[src/rtl/wim_pkg.sv]
package wim_pkg;

   localparam int unsigned MAX_BL = 8;
   localparam int unsigned CYC_W  = $clog2(MAX_BL / 2 + 1);

   typedef enum logic [1:0] {
      BL_NONE  = 2'd0,
      BL_TWO   = 2'd1,
      BL_FOUR  = 2'd2,
      BL_EIGHT = 2'd3
   } bl_code_e;

   // clocks of data for a burst code, two words per clock
   function automatic logic [CYC_W-1:0] bl_cycles(input logic [1:0] code);
      logic [CYC_W-1:0] n;
      case (bl_code_e'(code))
         BL_TWO:   n = CYC_W'(1);
         BL_FOUR:  n = CYC_W'(2);
         BL_EIGHT: n = CYC_W'(MAX_BL / 2);
         default:  n = '0;
      endcase
      return n;
   endfunction

endpackage

[src/rtl/wim_burst_track.sv]
module wim_burst_track
   import wim_pkg::*;
#(
   parameter int unsigned CW = CYC_W
) (
   input  logic          clk,
   input  logic          rst_n,
   input  logic          wr_cmd,
   input  logic [1:0]    wr_bl,
   input  logic          rd_cmd,
   output logic          wr_start,
   output logic          bus_oe,
   output logic [CW-1:0] cyc_left
);

   logic [CW-1:0] cnt_q, cnt_d;
   logic [CW-1:0] len;

   assign len      = bl_cycles(wr_bl);
   assign wr_start = wr_cmd && (cnt_q == '0) && !rd_cmd && (len != '0);

   always_comb begin
      if (wr_start)
         cnt_d = len;
      else if (rd_cmd)
         cnt_d = '0;                       // release the bus after the read clock
      else if (cnt_q != '0)
         cnt_d = cnt_q - CW'(1);
      else
         cnt_d = cnt_q;
   end

   always_ff @(posedge clk) begin
      if (!rst_n)
         cnt_q <= '0;
      else
         cnt_q <= cnt_d;
   end

   assign bus_oe   = (cnt_q != '0);
   assign cyc_left = cnt_q;

   // a write during a running burst does not reload it
   p_no_reload_r3: assert property (@(posedge clk) disable iff (!rst_n)
      (bus_oe && !rd_cmd && cnt_q > CW'(1)) |=> (cnt_q == $past(cnt_q) - CW'(1)));

endmodule

[src/rtl/wim_rd_gate.sv]
module wim_rd_gate
   import wim_pkg::*;
#(
   parameter bit          INTERRUPT_EN = 1'b1,
   parameter int unsigned CW           = CYC_W
) (
   input  logic          clk,
   input  logic          rst_n,
   input  logic          wr_cmd,
   input  logic          rd_req,
   input  logic [CW-1:0] cyc_left,
   output logic          rd_ready,
   output logic          rd_cmd
);

   generate
      if (INTERRUPT_EN) begin : g_interrupt
         // any clock after the write clock is at least two clocks later
         assign rd_ready = !wr_cmd;
      end else begin : g_drain
         assign rd_ready = !wr_cmd && (cyc_left <= CW'(1));
      end
   endgenerate

   always_ff @(posedge clk) begin
      if (!rst_n)
         rd_cmd <= 1'b0;
      else
         rd_cmd <= rd_req && rd_ready;
   end

   // a read command only follows a request
   p_cmd_needs_req_r5: assert property (@(posedge clk) disable iff (!rst_n)
      !rd_req |=> !rd_cmd);

endmodule

[src/rtl/wim_mask_gen.sv]
module wim_mask_gen #(
   parameter int unsigned LANES = 2
) (
   input  logic               clk,
   input  logic               rst_n,
   input  logic               bus_oe,
   input  logic               rd_cmd,
   input  logic [2*LANES-1:0] wr_be,
   output logic [2*LANES-1:0] dm
);

   localparam int unsigned NBITS = 2 * LANES;

   generate
      for (genvar i = 0; i < NBITS; i++) begin : g_bit
         assign dm[i] = bus_oe && (rd_cmd || !wr_be[i]);
      end
   endgenerate

   // both words of the read clock are masked
   p_read_clock_masked_r7: assert property (@(posedge clk) disable iff (!rst_n)
      (rd_cmd && bus_oe) |-> (&dm));

   // no mask while the pads are released
   p_idle_no_mask_r8: assert property (@(posedge clk) disable iff (!rst_n)
      !bus_oe |-> (dm == '0));

endmodule

[src/rtl/wr_intr_mask_gen.sv]
module wr_intr_mask_gen
   import wim_pkg::*;
#(
   parameter int unsigned LANES        = 2,
   parameter bit          INTERRUPT_EN = 1'b1
) (
   input  logic               clk,
   input  logic               rst_n,
   input  logic               wr_cmd,
   input  logic [1:0]         wr_bl,
   input  logic               rd_req,
   output logic               rd_ready,
   output logic               rd_cmd,
   input  logic [2*LANES-1:0] wr_be,
   output logic               bus_oe,
   output logic [2*LANES-1:0] dm
);

   localparam int unsigned CW = CYC_W;

   generate
      if (LANES < 1) begin : g_bad_lanes
         $error("LANES must be at least 1");
      end
      if (MAX_BL != 8) begin : g_bad_bl
         $error("burst tracking assumes a largest burst of 8 words");
      end
   endgenerate

   logic          wr_start;
   logic [CW-1:0] cyc_left;

   wim_burst_track #(.CW(CW)) u_track (
      .clk      (clk),
      .rst_n    (rst_n),
      .wr_cmd   (wr_cmd),
      .wr_bl    (wr_bl),
      .rd_cmd   (rd_cmd),
      .wr_start (wr_start),
      .bus_oe   (bus_oe),
      .cyc_left (cyc_left)
   );

   wim_rd_gate #(.INTERRUPT_EN(INTERRUPT_EN), .CW(CW)) u_gate (
      .clk      (clk),
      .rst_n    (rst_n),
      .wr_cmd   (wr_cmd),
      .rd_req   (rd_req),
      .cyc_left (cyc_left),
      .rd_ready (rd_ready),
      .rd_cmd   (rd_cmd)
   );

   wim_mask_gen #(.LANES(LANES)) u_mask (
      .clk    (clk),
      .rst_n  (rst_n),
      .bus_oe (bus_oe),
      .rd_cmd (rd_cmd),
      .wr_be  (wr_be),
      .dm     (dm)
   );

   // no read command on the clock right after an accepted write
   p_wr_rd_spacing_r4: assert property (@(posedge clk) disable iff (!rst_n)
      wr_start |=> !rd_cmd);

   // an accepted write drives the bus from the next clock
   p_burst_starts_r2: assert property (@(posedge clk) disable iff (!rst_n)
      wr_start |=> bus_oe);

   // pads released in the clock after any read command
   p_release_after_read_r6: assert property (@(posedge clk) disable iff (!rst_n)
      rd_cmd |=> !bus_oe);

   generate
      if (!INTERRUPT_EN) begin : g_drain_chk
         // without interrupts the read never overlaps write data
         p_no_overlap_r9: assert property (@(posedge clk) disable iff (!rst_n)
            rd_cmd |-> !bus_oe);
      end
   endgenerate

endmodule

[config.mk]
export PLATFORM = sky130hd
export DESIGN_NAME = wr_intr_mask_gen
export DESIGN_NICKNAME = d
export VERILOG_FILES = /design/src/rtl/wim_pkg.sv /design/src/rtl/wim_burst_track.sv /design/src/rtl/wim_rd_gate.sv /design/src/rtl/wim_mask_gen.sv /design/src/rtl/wr_intr_mask_gen.sv
export SDC_FILE = /design/constraint.sdc
export NUM_CORES = 1
export LEC_CHECK = 0
export BUFFER_PORTS_ARGS = -buffer_cell sky130_fd_sc_hd__buf_2
export CAP_MARGIN = 20
export CORE_AREA = 2 2 39 41
export DETAILED_ROUTE_END_ITERATION = 8
export DIE_AREA = 0 0 41 43
export HOLD_SLACK_MARGIN = 0.1
export PLACE_DENSITY_LB_ADDON = 0.1
export SYNTH_ARGS = -nofsm -noshare
export SYNTH_HDL_FRONTEND = slang
export SYNTH_HIERARCHICAL = 1
export SYNTH_SLANG_ARGS = --single-unit
[constraint.sdc]
create_clock -name clk -period 1.36 [get_ports clk]
set_input_delay 0.068 -clock clk [delete_from_list [all_inputs] [get_ports clk]]
set_output_delay 0.068 -clock clk [all_outputs]
set_load 0.03 [all_outputs]
## After elaboration in Yosys (flattened, before gate mapping)

Index checks and enable logic that the tools add are counted.

| operators by class | value |
|---|---|
| equal/unequal tests | 3 |
| reductions and logical operators | 22 |
| muxes and demuxes | 4 |
| $add $sub $neg | 1 |

Operators with widths:

| cell | count |
|---|---|
| $mux 3 | 3 |
| $pmux 3 s3 | 1 |
| $reduce_bool 3->1 | 3 |
| $logic_and 1x1->1 | 8 |
| $logic_not 1->1 | 6 |
| $eq 2x2->1 const B | 2 |
| $logic_or 1x1->1 | 4 |
| $logic_not 3->1 | 1 |
| $sub 3x1->3 const B | 1 |
| $eq 2x1->1 const B | 1 |

| storage, ports and cells | value |
|---|---|
| register bits after elaboration | 4 |
| output and inout port bits | 7 |
| input bits | 10 |

## Longest topological paths before layout

| depth | value |
|---|---|
| depth after elaboration | 5 |
| mapped depth | 6 |

## Cells and area by module

Netlist, hierarchy kept.

Modules (own cells, without submodules):

| module | area an instance (µm²) | cells each | sequential area each (µm²) | instances |
|---|---|---|---|---|
| wim_burst_track | 191.4 | 24 | 60.1 | 1 |
| wim_mask_gen | 37.5 | 5 | 0.0 | 1 |
| wim_rd_gate | 32.5 | 3 | 20.0 | 1 |

## Worst setup path before layout

Ideal clock, no wire load.

| timing | value |
|---|---|
| path kind | register -> output |
| start | register u_track.cnt_q[0] (netlist: u_track/cyc_left[0]) |
| end | output dm[0] |
| data required time | 1.292 ns |
| slack | -0.327 ns |
| arrival time | 1.619 ns |
| cell stages (with the launch flop) | 6 |
| cell sequence | dfxtp_1 > inv_1 > ha_1 > ha_1 > inv_1 > a21boi_1 |

| on the way | value |
|---|---|
| word-level cells in the longest chain between the ends | 2 |

RTL lines:

| element | RTL line | source |
|---|---|---|
| from (decl) | wim_burst_track.sv:16 | `logic [CW-1:0] cnt_q, cnt_d;` |
| from (signal assigned) | wim_burst_track.sv:37 | `cnt_q <= cnt_d;` |
| $reduce_bool 3->1 | wim_burst_track.sv:40 | `assign bus_oe = (cnt_q != '0);` |
| net bus_oe | wr_intr_mask_gen.sv:15 | `output logic bus_oe,` |
| $logic_and 1x1->1 | wim_mask_gen.sv:16 | `assign dm[i] = bus_oe && (rd_cmd \|\| !wr_be[i]);` |
| to (decl) | wr_intr_mask_gen.sv:16 | `output logic [2*LANES-1:0] dm` |

The timed path passes the listed nets, and every way through them passes these cells.

## Worst setup path after layout

| timing | value |
|---|---|
| start | register u_track.cnt_q[0] (netlist: u_track/cyc_left[0]) |
| end | output dm[1] |

| on the way | value |
|---|---|
| word-level cells in the longest chain between the ends | 2 |

RTL lines:

| element | RTL line |
|---|---|
| $reduce_bool 3->1 | wim_burst_track.sv:40 |
| $logic_and 1x1->1 | wim_mask_gen.sv:16 |

No other way between the ends.

==> out/metrics.cfg <==
[run_status]
outcome = complete, but fails checks
violations = setup timing

[die]
core_area_um2 = 1380
rows = 14
initial_core_util_pct = 18.5
die_w_um = 41
die_h_um = 43
io_pins = 17
dieArea_um2 = 1760

[clocking]
insertion_delay_ns = 0.23
cts_buffers = 3
clk_pin_slew_ns = 0.04
cts-root-buf = clkbuf_4
tritoncts = built
cts_max_level = 1
cts_num_sinks = 4
clk_path_buf_depth = 2

[power_and_ir_drop]
combPwrFrac_pct = 75.8
p_leak_nw = 0.263
clkPwrFrac_pct = 10.3
p_sw_share_pct = 39.6
seqPwrFrac_pct = 13.9
powerDensity_nw_per_um2 = 2570
p_int_w = 0.000835
p_switching_w = 0.000546
irDropWorstVdd_uv = 918

[worst_hold_path]
hold_start = rst_n
hold_class = input pin to flop

[detailed_routing]
route.vias.total = 317
drt_first_pass_iters = 4
drc_errors = 0
antenna_left = 0
drt_iter0_drc = 4
wl_um = 779
wl_per_cell_um = 10.7
drt-vias-per-instance = 4.34

[timing]
drv_slew = 0
finalCritPeriodShare_pct = 101
slew_headroom_pct = 84.6
period_needed_ns = 1.37
rsz0062_at_grt = yes
max_freq_mhz = 728
finalSetupTns_ns = -0.0133
worst_slack_ns = -0.0133
clock_skew_ns = 0.00265
tightest_slew_ns = 0.231
finalSetupViolCount = 1
hold_violations = 0

[synth]
netlist_instances = 31
yosysWarnings = 6
avgSynthCellArea_um2 = 8.27
syn_nets = 43
synth_area_um2 = 256

[placed_design]
dp_worst_setup_slack_ns = 0.0408
place_area_um2 = 405
gp_congestion = 0.757
port_buffers = 16
place_inst = 64

[worst_setup_path]
cp-start-kind = flop
critPathSlowestCell = dfxtp_2
crit_family = flip-flops
path_class = flop to primary output
crit_chain = inv_4, ha_4, ha_4, inv_4, a21boi_4, buf_6
cp.arrival_ns = 1.31
crit_buf_inv = 3
critPathCaptureType = primary output
cp_max_fo = 6
crit_required_ns = 1.29
worstReg2RegStart = u_track/cyc_left[0]
critPathLaunch = u_track/cyc_left[0]
slowest_delay_ns = 0.33

[global_routing]
overflow = 0
grt_pass1_vias = 319
antenna_found_initial = 0
track_usage_pct = 10.5
grt_pass1_wl_mm = 1.20
grt_start_max_net_pins = 8

[finish]
drive_above_1_share_pct = 66.7
fin_nets = 71
instances_no_fill = 73
stdcell_area_um2 = 538
fillerInstances = 146
antenna_cells = 0
syn_to_final_growth_pct = 110

[run]
cap_violations = 0

## state kept, by name, summed over array words and instances, names as in the netlist
signal,flops
u_gate/rd_cmd,1
u_track/cyc_left,3
## worst paths after layout
| path | end | slack [ns] | cells after the start |
|---|---|---|---|
| worst min-delay path | u_track/cyc_left[0] | 0.16 | 3 |
| worst max-delay path | dm[1] | -0.01 | 6 |
| worst max register to register | u_track/cyc_left[0] | 0.07 | 7 |
| worst min register to register | u_track/cyc_left[2] | 0.49 | 2 |
## power groups by stage
stage               logic (W)  registers (W)  clock network [W]
floorplan            0.000554       0.000176                  0
global placement     0.000719       0.000177                  0
global route          0.00112       0.000197           0.000161
CTS                  0.000998       0.000192           0.000152
detailed placement   0.000727       0.000178                  0
finish                0.00105       0.000192           0.000143
## area by class of cell
class	count	area, um^2	area share [%]
multi-input combinational	21	220	40.9
timing repair buffer	23	165	30.7
sequential	4	82.6	15.3
inverter	6	27.5	5.12
clock buffer	3	22.5	4.19
tap	16	20.0	3.72
## layout by cell type, fill, tap and decap left out
| cell | count |
|---|---|
| a21oi_1 | 1 |
| nand2b_1 | 1 |
| nor2_1 | 2 |
| a21boi_4 | 4 |
| a221oi_1 | 1 |
| a21o_1 | 1 |
| buf_4 | 6 |
| o21ai_1 | 1 |
| dlygate4sd3_1 | 2 |
| buf_2 | 11 |
| a31oi_1 | 2 |
| a211oi_2 | 1 |
| and3b_1 | 1 |
| inv_1 | 2 |
| buf_6 | 4 |
| inv_2 | 2 |
| nand2_2 | 1 |
| dfxtp_2 | 2 |
| inv_4 | 2 |
| o21a_1 | 1 |
| dfxtp_1 | 2 |
| clkbuf_4 | 3 |
| ha_4 | 2 |
| nand2_1 | 2 |
## worst min-delay path, cell delays in order
cell	delay (ns)
buf_2	0.10
nand2b_1	0.13
a211oi_2	0.04
## through the flow
| step | utilization (%) | total power [W] | hold WS, ns |
|---|---|---|---|
| floorplan | - | 0.000730 | 0.201 |
| global route | 38.9 | 0.00148 | 0.166 |
| CTS | 38.2 | 0.00134 | 0.154 |
| finish | 38.9 | 0.00138 | 0.161 |
| global placement | 29.3 | 0.000896 | 0.316 |
| detailed placement | 29.3 | 0.000904 | 0.315 |
## layer usage
| metal | part of all wire, % | global-route usage [%] | up-vias |
|---|---|---|---|
| met3 | 9.4 | 1.57 | 2 |
| li1 | - | - | 162 |
| met4 | 1.3 | 10.0 | 0 |
| met2 | 55 | 17.2 | 12 |
| met1 | 35 | 10.0 | 141 |
| met5 | 0 | 0 | - |
## what timing repair did
action                     4_1_cts  5_1_grt
resized for setup               18        1
buffers inserted                 3        1
pin swaps                        2        2
hold endpoints to repair         1        0
hold buffers                     2        0
setup endpoints to repair        5        5
cloned                           0        0
(Power assumes the default switching activity.)
